==> src/rtl/strobe_eye_sweep.sv <==
module strobe_eye_sweep #(
  parameter int DW = 5
) (
  input  logic                 clk,
  input  logic                 rst_n,
  input  logic                 start,
  input  logic                 x8_mode,
  input  logic                 nib_sel,
  output logic                 test_req,
  output logic                 test_block,
  output logic signed [DW-1:0] rise_try,
  output logic signed [DW-1:0] fall_try,
  input  logic                 test_ack,
  input  logic                 test_pass,
  output logic                 busy,
  output logic                 done,
  output logic                 no_eye,
  output logic signed [DW-1:0] rise_lo,
  output logic signed [DW-1:0] fall_lo,
  output logic signed [DW-1:0] rise_hi,
  output logic signed [DW-1:0] fall_hi
);

  localparam logic signed [DW-1:0] DMIN = {1'b1, {(DW-1){1'b0}}};
  localparam logic signed [DW-1:0] DMAX = {1'b0, {(DW-1){1'b1}}};
  localparam logic signed [DW-1:0] DZERO = '0;

  typedef enum logic [2:0] {S_IDLE, S_WORD, S_BLOCK, S_STEP, S_FIN} state_t;

  state_t state;
  logic found, m_x8, m_nib;
  logic signed [DW-1:0] r_min, r_max, f_min, f_max;

  assign test_req   = (state == S_WORD) || (state == S_BLOCK);
  assign test_block = (state == S_BLOCK);
  assign busy       = (state != S_IDLE);

  logic signed [DW:0] r_sum, f_sum, r_mid, f_mid;
  assign r_sum = {r_min[DW-1], r_min} + {r_max[DW-1], r_max};
  assign f_sum = {f_min[DW-1], f_min} + {f_max[DW-1], f_max};
  assign r_mid = r_sum >>> 1;
  assign f_mid = f_sum >>> 1;

  logic take_point;
  assign take_point = (state == S_BLOCK) && test_ack && test_pass;

  always_ff @(posedge clk or negedge rst_n) begin
    if (!rst_n) begin
      state    <= S_IDLE;
      rise_try <= DZERO;
      fall_try <= DZERO;
      found    <= 1'b0;
      m_x8     <= 1'b0;
      m_nib    <= 1'b0;
      r_min    <= DZERO;
      r_max    <= DZERO;
      f_min    <= DZERO;
      f_max    <= DZERO;
      done     <= 1'b0;
      no_eye   <= 1'b0;
      rise_lo  <= DZERO;
      fall_lo  <= DZERO;
      rise_hi  <= DZERO;
      fall_hi  <= DZERO;
    end else begin
      done <= 1'b0;
      if (take_point) begin
        found <= 1'b1;
        if (!found || rise_try < r_min) r_min <= rise_try;
        if (!found || rise_try > r_max) r_max <= rise_try;
        if (!found || fall_try < f_min) f_min <= fall_try;
        if (!found || fall_try > f_max) f_max <= fall_try;
      end
      case (state)
        S_IDLE: if (start) begin
          rise_try <= DMIN;
          fall_try <= DMIN;
          found    <= 1'b0;
          no_eye   <= 1'b0;
          m_x8     <= x8_mode;
          m_nib    <= nib_sel;
          state    <= S_WORD;
        end
        S_WORD: if (test_ack) state <= test_pass ? S_BLOCK : S_STEP;
        S_BLOCK: if (test_ack) state <= S_STEP;
        S_STEP: begin
          if (fall_try == DMAX) begin
            fall_try <= DMIN;
            if (rise_try == DMAX) state <= S_FIN;
            else begin
              rise_try <= rise_try + 1'b1;
              state    <= S_WORD;
            end
          end else begin
            fall_try <= fall_try + 1'b1;
            state    <= S_WORD;
          end
        end
        S_FIN: begin
          state <= S_IDLE;
          done  <= 1'b1;
          if (!found) begin
            no_eye  <= 1'b1;
            rise_lo <= DZERO;
            fall_lo <= DZERO;
            rise_hi <= DZERO;
            fall_hi <= DZERO;
          end else begin
            if (m_x8 || !m_nib) begin
              rise_lo <= r_mid[DW-1:0];
              fall_lo <= f_mid[DW-1:0];
            end
            if (m_x8 || m_nib) begin
              rise_hi <= r_mid[DW-1:0];
              fall_hi <= f_mid[DW-1:0];
            end
          end
        end
        default: state <= S_IDLE;
      endcase
    end
  end


  a_r4_req_hold: assert property (@(posedge clk) disable iff (!rst_n)
    (test_req && !test_ack) |=> (test_req && $stable(test_block) && $stable(rise_try) && $stable(fall_try)));


  a_r3_block_after_word: assert property (@(posedge clk) disable iff (!rst_n)
    (test_block && !$past(test_block)) |-> $past(test_req && !test_block && test_ack && test_pass));


  a_r10_done_pulse: assert property (@(posedge clk) disable iff (!rst_n)
    done |=> !done);

  a_r10_idle_at_done: assert property (@(posedge clk) disable iff (!rst_n)
    done |-> !busy);


  a_r9_start_ignored: assert property (@(posedge clk) disable iff (!rst_n)
    (busy && start && state != S_FIN) |=> busy);


  a_r6_x8_match: assert property (@(posedge clk) disable iff (!rst_n)
    (done && m_x8) |-> (rise_lo == rise_hi && fall_lo == fall_hi));


  a_r8_zero_fields: assert property (@(posedge clk) disable iff (!rst_n)
    no_eye |-> (rise_lo == DZERO && fall_lo == DZERO && rise_hi == DZERO && fall_hi == DZERO));

endmodule

==> config.mk <==
export PLATFORM = sky130hd
export DESIGN_NAME = strobe_eye_sweep
export DESIGN_NICKNAME = d
export VERILOG_FILES = /design/src/rtl/strobe_eye_sweep.sv
export SDC_FILE = /design/constraint.sdc
export NUM_CORES = 1
export LEC_CHECK = 0
export BUFFER_PORTS_ARGS = -buffer_cell sky130_fd_sc_hd__buf_2
export CORE_ASPECT_RATIO = 0.8
export CORE_MARGIN = 10
export CORE_UTILIZATION = 40
export DETAILED_ROUTE_END_ITERATION = 10
export GPL_TIMING_DRIVEN = 0
export PLACE_DENSITY = 0.62
export SLEW_MARGIN = 5
export SYNTH_ARGS = -nofsm -noshare
export SYNTH_HDL_FRONTEND = slang
export SYNTH_SLANG_ARGS = --single-unit
==> constraint.sdc <==
create_clock -name clk -period 6 [get_ports clk]
set_input_delay 0.3 -clock clk [delete_from_list [all_inputs] [get_ports clk]]
set_output_delay 0.3 -clock clk [all_outputs]
set_load 0.05 [all_outputs]
After elaboration in Yosys (flattened, before gate mapping)

Cells that the tools add are included.

Flip-flop bits (word level): 58
Input bits: 7
Output and inout bits: 35
Word-level logic and storage cells: 92

Add/subtract/negate cells: 4
Order comparisons: 4
Equality and inequality tests: 14
Muxes and demuxes: 28
Reduce and logical (&&, ||, !) cells: 26

Operator list:

| kind                  | number |
|---|---|
| $mux W5               | 12 |
| $pmux W5 S2           | 2 |
| $reduce_and A2 Y1     | 8 |
| $mux W3               | 5 |
| $add A5 B5 Y6         | 2 |
| $pmux W3 S4           | 1 |
| $add A5 B1 Y5 const B | 2 |
| $eq A5 B5 Y1 const B  | 2 |
| $gt A5 B5 Y1          | 2 |
| $lt A5 B5 Y1          | 2 |
| $ne A2 B2 Y1 const B  | 5 |
| $logic_or A1 B1 Y1    | 7 |
| $mux W1               | 7 |
| $eq A3 B2 Y1 const B  | 2 |
| $ne A2 B1 Y1 const B  | 3 |
| $reduce_and A3 Y1     | 2 |
| $reduce_and A4 Y1     | 1 |
| $reduce_bool A2 Y1    | 2 |
| $eq A3 B1 Y1 const B  | 1 |
| $eq A3 B3 Y1 const B  | 1 |
| $logic_not A3 Y1      | 1 |
| $reduce_bool A3 Y1    | 1 |
| $logic_and A1 B1 Y1   | 2 |
| $logic_not A1 Y1      | 2 |
| $pmux W1 S2           | 1 |

Logic depth before layout (Yosys ltp)

Depth after elaboration: 6
Gate-level depth with buffers: 8
Depth with buffers taken out: 8

Least setup slack after synthesis

No wires, ideal clock.

Path kind: reg2reg
Start point: register fall_try[3]
End point: register f_min[1]
Setup time: 0.125 ns
Arrival: 2.158 ns
Data required time: 5.875 ns
Path slack: 3.717 ns
Stages on the path, launching flop included: 6
Path buffers: 0
Clock period less this slack: 2.283 ns
Cells stage by stage: dfrtp_1 ha_1 a2111oi_0 o22ai_1 a21oi_2 mux2_2

Cells in the longest elaborated chain, start to end: 3

RTL lines:

| item                               | RTL line | text |
|---|---|---|
| start: declaration                 | 12       | `output logic signed [DW-1:0] fall_try,` |
| start signal: assignment           | 95       | `fall_try <= fall_try + 1'b1;` |
| $lt A5 B5 Y1                       | 71       | `if (!found \|\| fall_try < f_min) f_min <= fall_try;` |
| $logic_or A1 B1 Y1                 | 71       |  |
| $reduce_and A2 Y1 (no source line) | --       |  |
| end signal: assignment             | 71       |  |
| end: declaration                   | 32       | `logic signed [DW-1:0] r_min, r_max, f_min, f_max;` |

Every way passes these cells.
A chain may end at the register's enable or synchronous reset.

Worst setup path after layout

Start point: register fall_try[3]
End point: register f_min[2]

The elaborated chain is that of the path after synthesis.

==> out/results.ini <==
[clock_network]
root_buffer=clkbuf_8
worst_skew_pair.late_latency_ns=0.34
cts_buffer_depth=2
ctsResizeCount=0
cts_tree=built
cts.sinks=58
holdBufCountCts=0
path_clk_slew_ns=0.06
post_cts_buffers=0
cts_made_buffers=9
htree_levels=3

[worst_setup_path]
startpoint_type=register
worstPathArrival_ns=2.57
cp_slowest_cell=dfrtp_1
worst_setup_path_end_kind=register
crit_start=fall_try[3]
path_class=reg2reg
worstPathRequired_ns=6.22
cp_max_fo=8
path_cells=ha_1 > a2111oi_0 > o22ai_1 > a21oi_2 > mux2_2
max_stage_delay_ns=0.49
r2r-start=fall_try[3]

[grt]
grt_use_met3_pct=5.26
grt.total_usage_pct=12.5
overflow=0
grt_pass1_vias=2479
grt_max_degree=59
met1_usage_pct=15.8
met2_usage_pct=19.0
antenna_found_initial=0
grt-busiest-layer=met2
grt_pass1_wl_um=12200

[routing]
route.detailed.drc=0
wirelength_um=7180
route.antenna.remaining_nets=0
post_drt_via_cell_ratio=5.01
wire_per_inst_um=15.3
routed-via-count=2350
drtIter0Drc=141
dr.pass1.iters=4

[timing]
fmax_mhz=425
slew_headroom_pct=50.3
slew_viol_final=0
fin_ws_ns=3.65
fin_skew_ns=0.00358
hold_viol_final=0
period_needed_ns=2.35
setup_viol=0
tightest_slew_ns=0.743
finalCritPeriodShare_pct=39.2
rsz0062_at_grt=no
setup_tns_ns=0
hold_ws_ns=0.0185

[run_status]
status=complete, no violations

[die]
io_pins=42
initial_core_util_pct=41.0
die_area_mm2=0.0121
core_mm2=0.00791
die_w_um=121
fp-row-count=29
die_y_um=101

[synthesis]
postSynthCellCount=306
ys_types=48
synth_ff_type=dfrtp_1
synthesis.nets=345
async_flop_share_pct=100
synth_warnings=0
ys_seq_area_share_pct=44.7
synth-seq-cells=58
synth.avg_cell_area_um2=10.6
synth-edff-count=0
synth_area_mm2=0.00324

[final_layout]
layout.nets=397
syn_to_final_growth_pct=16.5
antenna_cells=0
layout_commonest_cell=dfrtp_1
layout_common_cells=dfrtp_1 (58), buf_2 (42), inv_1 (31)
final_layout_size_suffix_gt1_share_pct=25.2
postLayoutCoreUtil_pct=47.8

[place]
dp.final_hpwl_um=5400
globalplace.congestion=0.797
numPortBuffers=41
place_ws_ns=3.70

[pwr]
powerDensity_mw_per_mm2=443
peakVddDrop_mv=0.210
total_power_mw=1.67
p_leak_nw=1.90

[job]
cap_violations=0

[min_path]
hold_class=in2async

## path summary, 6_finish.rpt
kind	slack, ns	end	cells after the start
setup / recovery	3.65	f_min[2]	5
hold / removal	0.02	m_x8	1
setup reg to reg	3.65	f_min[2]	5
hold reg to reg	0.47	rise_hi[3]	2
max in group asynchronous	5.49	r_max[2]	1
min in group clk	0.20	m_nib	2
## registers in the layout (all words and copies together), names as in the netlist, 3 cells and up
signal / cells
r_max: 5
r_min: 5
f_max: 5
f_min: 5
state: 3
rise_try: 5
rise_lo: 5
fall_lo: 5
fall_try: 5
fall_hi: 5
rise_hi: 5
## worst max-delay path, delay by kind of cell, from the launching register on
kind	cells	cell delay, ns
muxes	1	0.38
DFF	1	0.49
adders and majority gates	1	0.37
AOI/OAI and AO/OA	3	1.00
## per-layer routing
layer | share of wire, % | routed length, um
met5 | 0 | 0
met4 | 1.3 | 94
met3 | 6.3 | 451
met2 | 43 | 3120
met1 | 49 | 3520
## cell type report
type / instances / area, um^2
Multi-Input combinational cell: 210 / 1630
Timing Repair Buffer: 41 / 208
Tap cell: 108 / 135
Buffer: 7 / 43.8
Sequential cell: 58 / 1450
Clock inverter: 3 / 40.0
Inverter: 31 / 116
Clock buffer: 11 / 151
Fill cell: 776 / 4130
## cell families after synthesis
logic type	count (synthesis)	share of synthesized area, %
simple gates	81	14.7
compound gates	64	12.3
flops	58	44.7
buf+inv	38	4.94
fa+ha+maj	32	12.8
mux	25	8.41
xor+xnor	8	2.16
## per-stage QoR
step | cell area [um^2] | instances
after floorplan | 3240 | 306
after detailed placement | 3580 | 455
after global placement | 3580 | 455
after CTS | 3780 | 469
final | 3780 | 469
after global routing | 3780 | 469
## report_power, final
group	switching, mW	leakage, nW	internal [mW]	total (mW)
combinational	0.444	1.03	0.296	0.740
clock	0.151	0.101	0.208	0.359
sequential	0.0994	0.764	0.474	0.573
## cells in the mapped netlist (3+ instances only)
cell type / instances / area share, %
nor2b_1: 4 / 0.77
a21oi_1: 14 / 2.2
nand2_1: 30 / 3.5
clkbuf_1: 3 / 0.35
a211oi_1: 3 / 0.69
nor2_1: 10 / 1.2
nand3b_1: 5 / 1.2
xnor2_1: 4 / 1.1
inv_1: 31 / 3.6
a31o_2: 3 / 0.81
xor2_1: 4 / 1.1
nand3_1: 6 / 0.93
a21o_1: 3 / 0.69
dfrtp_1: 58 / 45
nand2b_1: 9 / 1.7
mux2i_1: 7 / 2.2
o21ai_0: 27 / 4.2
ha_1: 30 / 12
mux2_2: 18 / 6.2
o31ai_1: 3 / 0.69
No activity file was read; power rests on OpenSTA's default activity.
